==> config.mk <==
export PLATFORM = sky130hd
export DESIGN_NAME = pattern_out_ctrl
export DESIGN_NICKNAME = d
export VERILOG_FILES = /design/src/rtl/tpo_pkg.sv /design/src/rtl/tpo_regs.sv /design/src/rtl/tpo_group.sv /design/src/rtl/pattern_out_ctrl.sv
export SDC_FILE = /design/constraint.sdc
export NUM_CORES = 1
export LEC_CHECK = 0
export BUFFER_PORTS_ARGS = -buffer_cell sky130_fd_sc_hd__buf_2
export CAP_MARGIN = 5
export CORE_MARGIN = 2
export CORE_UTILIZATION = 50
export CTS_CLUSTER_SIZE = 16
export DETAILED_ROUTE_END_ITERATION = 12
export PLACE_DENSITY_LB_ADDON = 0.3
export SLEW_MARGIN = 20
export SYNTH_ARGS = -nofsm -noshare
export SYNTH_HDL_FRONTEND = slang
export SYNTH_SLANG_ARGS = --single-unit
==> constraint.sdc <==
create_clock -name clk -period 1.2 [get_ports clk]
set_input_delay 0.12 -clock clk [delete_from_list [all_inputs] [get_ports clk]]
set_output_delay 0.12 -clock clk [all_outputs]
set_load 0.005 [all_outputs]
==> src/rtl/tpo_pkg.sv <==
package tpo_pkg;
  typedef enum logic [1:0] {
    ADDR_NEXT  = 2'd0,
    ADDR_MASK  = 2'd1,
    ADDR_SEL   = 2'd2,
    ADDR_LATCH = 2'd3
  } tpo_addr_e;
endpackage

==> src/rtl/tpo_regs.sv <==
module tpo_regs
  import tpo_pkg::*;
#(
  parameter int DW  = 16,
  parameter int TSW = 8
) (
  input  logic           clk,
  input  logic           rst,
  input  logic           sleep_clr,
  input  logic           wr,
  input  logic [1:0]     addr,
  input  logic [DW-1:0]  wdata,
  output logic [DW-1:0]  nd_q,
  output logic [DW-1:0]  en_q,
  output logic [TSW-1:0] sel_q
);
  always_ff @(posedge clk) begin
    if (rst || sleep_clr) begin
      nd_q <= '0;
      en_q <= '0;
    end else if (wr) begin
      if (addr == ADDR_NEXT) nd_q <= wdata;
      if (addr == ADDR_MASK) en_q <= wdata;
    end
  end

  // Selection survives the low-power clear; only a full reset restores it.
  always_ff @(posedge clk) begin
    if (rst)
      sel_q <= '1;
    else if (wr && addr == ADDR_SEL)
      sel_q <= wdata[TSW-1:0];
  end
endmodule

==> src/rtl/tpo_group.sv <==
module tpo_group #(
  parameter int GW       = 4,
  parameter int CHANNELS = 4,
  parameter int SW       = 2
) (
  input  logic                clk,
  input  logic                rst,
  input  logic                sleep_clr,
  input  logic [CHANNELS-1:0] cmp_match,
  input  logic [SW-1:0]       sel,
  input  logic [GW-1:0]       nd,
  input  logic [GW-1:0]       en,
  output logic [GW-1:0]       q
);
  logic fire;

  always_comb begin
    fire = 1'b0;
    for (int c = 0; c < CHANNELS; c++)
      if (sel == SW'(c)) fire = cmp_match[c];
  end

  always_ff @(posedge clk) begin
    if (rst || sleep_clr)
      q <= '0;
    else if (fire)
      q <= (nd & en) | (q & ~en);
  end
endmodule

==> src/rtl/pattern_out_ctrl.sv <==
module pattern_out_ctrl
  import tpo_pkg::*;
#(
  parameter int GROUPS   = 4,
  parameter int GW       = 4,
  parameter int CHANNELS = 4
) (
  input  logic                           clk,
  input  logic                           rst,
  input  logic                           sleep_clr,
  input  logic                           reg_wr,
  input  logic                           reg_rd,
  input  logic [1:0]                     reg_addr,
  input  logic [GROUPS*GW-1:0]           reg_wdata,
  output logic [GROUPS*GW-1:0]           reg_rdata,
  input  logic [CHANNELS-1:0]            cmp_match,
  output logic [GROUPS*GW-1:0]           pat_out
);
  localparam int DW  = GROUPS * GW;
  localparam int SW  = (CHANNELS > 1) ? $clog2(CHANNELS) : 1;
  localparam int TSW = GROUPS * SW;

  logic [DW-1:0]  nd_q;
  logic [DW-1:0]  en_q;
  logic [TSW-1:0] sel_q;

  tpo_regs #(.DW(DW), .TSW(TSW)) u_regs (
    .clk(clk), .rst(rst), .sleep_clr(sleep_clr),
    .wr(reg_wr), .addr(reg_addr), .wdata(reg_wdata),
    .nd_q(nd_q), .en_q(en_q), .sel_q(sel_q)
  );

  for (genvar g = 0; g < GROUPS; g++) begin : g_grp
    tpo_group #(.GW(GW), .CHANNELS(CHANNELS), .SW(SW)) u_grp (
      .clk(clk), .rst(rst), .sleep_clr(sleep_clr),
      .cmp_match(cmp_match),
      .sel(sel_q[g*SW +: SW]),
      .nd(nd_q[g*GW +: GW]),
      .en(en_q[g*GW +: GW]),
      .q(pat_out[g*GW +: GW])
    );
  end

  always_ff @(posedge clk) begin
    if (rst)
      reg_rdata <= '0;
    else if (reg_rd) begin
      case (reg_addr)
        ADDR_NEXT: reg_rdata <= nd_q;
        ADDR_MASK: reg_rdata <= en_q;
        ADDR_SEL:  reg_rdata <= DW'(sel_q);
        default:   reg_rdata <= pat_out;
      endcase
    end
  end
endmodule

== After elaboration in Yosys (flattened, before gate mapping) ==
Cells that the tools add are included.
W data, S select, Z words.

* Equality and inequality tests: 14
* Reductions and logical operators: 9
* Bitwise operators: 16
* Mux-type cells: 17

{| class="wikitable"
|+ Operators with widths
! cell !! number
|-
| $pmux W16 S3 || 1
|-
| $and A4 B4 Y4 || 8
|-
| $eq A2 B2 Y1 const B || 9
|-
| $mux W1 || 16
|-
| $not A4 Y4 || 4
|-
| $or A4 B4 Y4 || 4
|-
| $eq A2 B1 Y1 const B || 5
|-
| $logic_not A2 Y1 || 5
|-
| $reduce_and A2 Y1 || 2
|-
| $logic_and A1 B1 Y1 || 1
|-
| $logic_or A1 B1 Y1 || 1
|}

* Word-level logic and storage cells: 64
* Register bits: 72
* Output and inout port bits: 32
* Input port bits: 27

== Depth between registers and ports, before layout ==
* Word-level depth: 5
* Gate-level depth with buffers: 6

== Hierarchy ==
A second synthesis with hierarchy kept.

* Cell total of the unflattened synthesis: 345
* Area, all modules: 3590.9 sq um

{| class="wikitable"
|+ By module, submodules not included
! module !! sequential area each (sq um) !! cells each !! times used !! area each (sq um)
|-
| tpo_regs || 800.8 || 166 || 1 || 1859.3
|-
| pattern_out_ctrl || 320.3 || 91 || 1 || 965.9
|-
| tpo_group || 80.1 || 22 || 4 || 191.4
|}

== Worst setup path before layout ==
OpenSTA, ideal clock, no wires.

* Path type: register to register
* Start point: register u_regs.sel_q[4]
* End point: register (tool-made name)
* Period minus slack after synthesis: 1298 ps
* Path buffers: 0
* Data arrival time: 1227 ps
* Stages on the path, launching flop included: 4
* Library setup time: 71 ps
* Required time: 1129 ps
* Path slack: -98 ps
* Cells stage by stage: dfxtp_1 mux4_2 a21bo_1 a21oi_1

{| class="wikitable"
|+ RTL lines
! item !! line !! RTL
|-
| from (decl) || tpo_regs.sv:15 || <nowiki>output logic [TSW-1:0] sel_q</nowiki>
|-
| from (signal assigned) || tpo_regs.sv:32 || <nowiki>sel_q <= wdata[TSW-1:0];</nowiki>
|}

==> flow_summary.ini <==
[sta]
achievable-frequency_mhz = 728
slew_headroom_pct = 75.0
rsz0062_at_grt = yes
final_critical_path_setup_slack_ps = -174
slew_violations = 0
finalClockSkew_ps = 9.17
setup_viol_count_final = 18
worst_slew_pin_slew_ps = 375
final_critical_path_share_of_the_clock_period_pct = 115
hold_viol_final = 0
timing.final.crit_period_ps = 1370

[logic_synthesis]
syn_area_um2 = 3190
synth_cell_types = 24
yosys.cell_count.top_type = sky130_fd_sc_hd__nand2_1
number_of_storage_elements_in_the_synthesis_netlist = 72
synthTopCellsByCount = sky130_fd_sc_hd__nand2_1, sky130_fd_sc_hd__dfxtp_1, sky130_fd_sc_hd__a21oi_1, sky130_fd_sc_hd__nand3_1
synth_enable_flop_cells = 0
ys.warnings.count = 0
area_fraction_of_the_dominant_cell_type_after_synthesis_pct = 45.2
postSynth.asyncResetShare_pct = 0
synth_flop_cell = sky130_fd_sc_hd__dfxtp_1
yosys.area.top_type = sky130_fd_sc_hd__dfxtp_1
seq_area_frac_synth_pct = 45.2
synth.top_cells.by_area = sky130_fd_sc_hd__dfxtp_1, sky130_fd_sc_hd__nand2_1, sky130_fd_sc_hd__a21oi_1
synth.net_count = 365
synthesis.instances = 338
syn_area_per_cell_um2 = 9.43

[run_status]
failed_checks = negative setup slack
status = complete, but fails checks

[setup_path]
critPathKind = reg -> reg
category_of_the_worst_setup_path_capture_point = flop
critical-path-slowest-cell = sky130_fd_sc_hd__mux4_2
delay_of_the_slowest_cell_on_the_worst_path_ps = 610
required_ps = 1490
startpoint_type = flop
worstPathCellList = mux4_2 -> a21bo_1 -> a21oi_2
cp.arrival_ps = 1670
crit_fanout = 8

[global_routing]
number_of_antenna_violations_at_the_first_check_in_global_routing = 0
global_route.usage.total_pct = 22.7
grt_pass1_vias = 2578
largest_net_degree_at_the_start_of_global_routing = 28
global_route.overflow_total = 0
first_pass_grt_wire_length_um = 12500

[placement]
placed_cells = 477
dpl.hpwl_um = 5340
port_buffers = 58
place_ws_ps = -186
gp_routability_congestion = 0.809

[drt]
detail-route-antenna-nets = 0
route.detailed.drc = 0
highest-signal-layer = met4
detail_route.wirelength_um = 7700
drt_pass1_iterations = 5
num_vias = 2745
routedLengthMet1_um = 3450
drt_iter0_markers = 158
met3_length_um = 578
met2WireLength_um = 3430
wl_per_cell_um = 15.6
viasPerCell = 5.55

[cts]
clkLatencyLatePin_ps = 360
clock_sinks = 72
number_of_clock_buffers_inserted_by_tritoncts = 9
clkSlewWorstSetupHoldPaths_ps = 80
clock_path_buffers = 2
cts_tree = built
htreeDepth = 3
ctsRootBufferMaster = sky130_fd_sc_hd__clkbuf_8

[layout]
postLayoutCoreUtil_pct = 63.3
num-fill-cells = 554
nets = 440
antenna-diode-count = 0
post_route_cells_drive_above_1_share_pct = 31.8
layout.cells.non_filler = 495
areaGrowthSynthToFinish_pct = 23.9

[power_and_ir_drop]
powerDensity_nw_per_um2 = 1350
power.ir.vdd_worst_mv = 0.916
p_leak_nw = 1.64

[floorplan]
die-height_um = 83.9
design.die.area_um2 = 7030
rows = 29
die_width_um = 83.9
initial_core_util_pct = 51.1
io_pins = 59
core_um2 = 6240

[flow_run]
drv.max_cap_violation_count = 0

[hold_path]
hold_path_class = in -> reg
[critical path: cells and delay by family, from the launching register on]
kind / cells / cell delay [ps]
muxes: 1 / 610
DFF: 1 / 360
AOI/OAI and AO/OA: 2 / 350
[kinds of logic (layout without fill, tap and decap cells)]
family	Yosys count	in the layout	synth area share (%)
mux	28	28	14.4
flops	72	72	45.2
compound gates	72	72	15.5
simple gates	143	143	20.4
buf+inv	23	103	4.36
[report_power, final]
group          total, mW  switching (mW)  internal [mW]
registers           2.48          0.0390           2.44
clock network       2.35           0.964           1.38
logic              0.514           0.279          0.235
[per-layer routing]
metal,vias to the layer above,global-route usage (%)
met5,-,0
met4,0,11.9
met3,21,3.86
met2,100,34.6
met1,1285,30.9
li1,1339,-
[cell usage in the layout (no fill, tap or decap)]
cell type	Yosys	final
sky130_fd_sc_hd__a21bo_1	16	16
sky130_fd_sc_hd__a21oi_1	44	35
sky130_fd_sc_hd__a21oi_2	4	13
sky130_fd_sc_hd__and3b_1	2	2
sky130_fd_sc_hd__buf_12	1	2
sky130_fd_sc_hd__buf_2	8	58
sky130_fd_sc_hd__buf_4	0	23
sky130_fd_sc_hd__buf_6	2	4
sky130_fd_sc_hd__bufinv_16	0	3
sky130_fd_sc_hd__clkbuf_8	0	9
sky130_fd_sc_hd__clkinv_2	0	2
sky130_fd_sc_hd__clkinv_4	0	1
sky130_fd_sc_hd__dfxtp_1	72	68
sky130_fd_sc_hd__dfxtp_2	0	4
sky130_fd_sc_hd__inv_6	0	1
sky130_fd_sc_hd__mux2i_1	16	16
sky130_fd_sc_hd__mux4_1	8	2
sky130_fd_sc_hd__mux4_2	4	10
sky130_fd_sc_hd__nand2_1	80	80
sky130_fd_sc_hd__nand3_1	24	24
sky130_fd_sc_hd__nand3b_1	10	10
sky130_fd_sc_hd__nor2_1	16	16
sky130_fd_sc_hd__nor3_1	7	7
sky130_fd_sc_hd__nor3_2	1	1
sky130_fd_sc_hd__nor3b_4	1	1
sky130_fd_sc_hd__o211a_1	8	8
sky130_fd_sc_hd__or2_2	1	1
sky130_fd_sc_hd__or3b_1	1	1
[worst paths after layout]
| check | from | endpoint | slack, ps | depth (start not counted) |
|---|---|---|---|---|
| worst max-delay path | u_regs.sel_q[0] | flop | -170 | 3 |
| worst min-delay path | reg_wdata[11] | u_regs.en_q[11] | 7 | 3 |
| worst max register to register | u_regs.sel_q[0] | flop | -170 | 3 |
| worst min register to register | reg_rdata[12] | reg_rdata[12] | 480 | 2 |
[timing repair]
item / 4_1_cts / 5_1_grt
buffers inserted: 1 / 1
pin swaps: 1 / 6
hold buffers: 0 / 0
cloned: 0 / 0
endpoints found under the setup margin: 20 / 22
resized for setup: 5 / 14
[metrics by stage]
stage          hold slack (ps)  power, mW  cell area (um^2)  setup TNS [ps]
2_1_floorplan              198       2.83              3190            -532
3_3_place_gp               366       3.02              3670           -3590
3_5_place_dp               374       3.03              3670           -6130
4_1_cts                   1.93       5.36              3910           -2180
5_1_grt                   18.3       5.53              3950           -3370
6_report                  7.37       5.34              3950           -2320
[cell type report]
cell class | instances | area (um^2) | share of cell area, %
tap | 77 | 96.3 | 2.44
multi-input combinational | 243 | 1620 | 41.0
sequential | 72 | 1450 | 36.6
clock buffer | 9 | 124 | 3.13
clock inverter | 7 | 118 | 2.98
timing repair buffer | 87 | 548 | 13.9
Note: power is estimated with default switching activity, not from simulation.
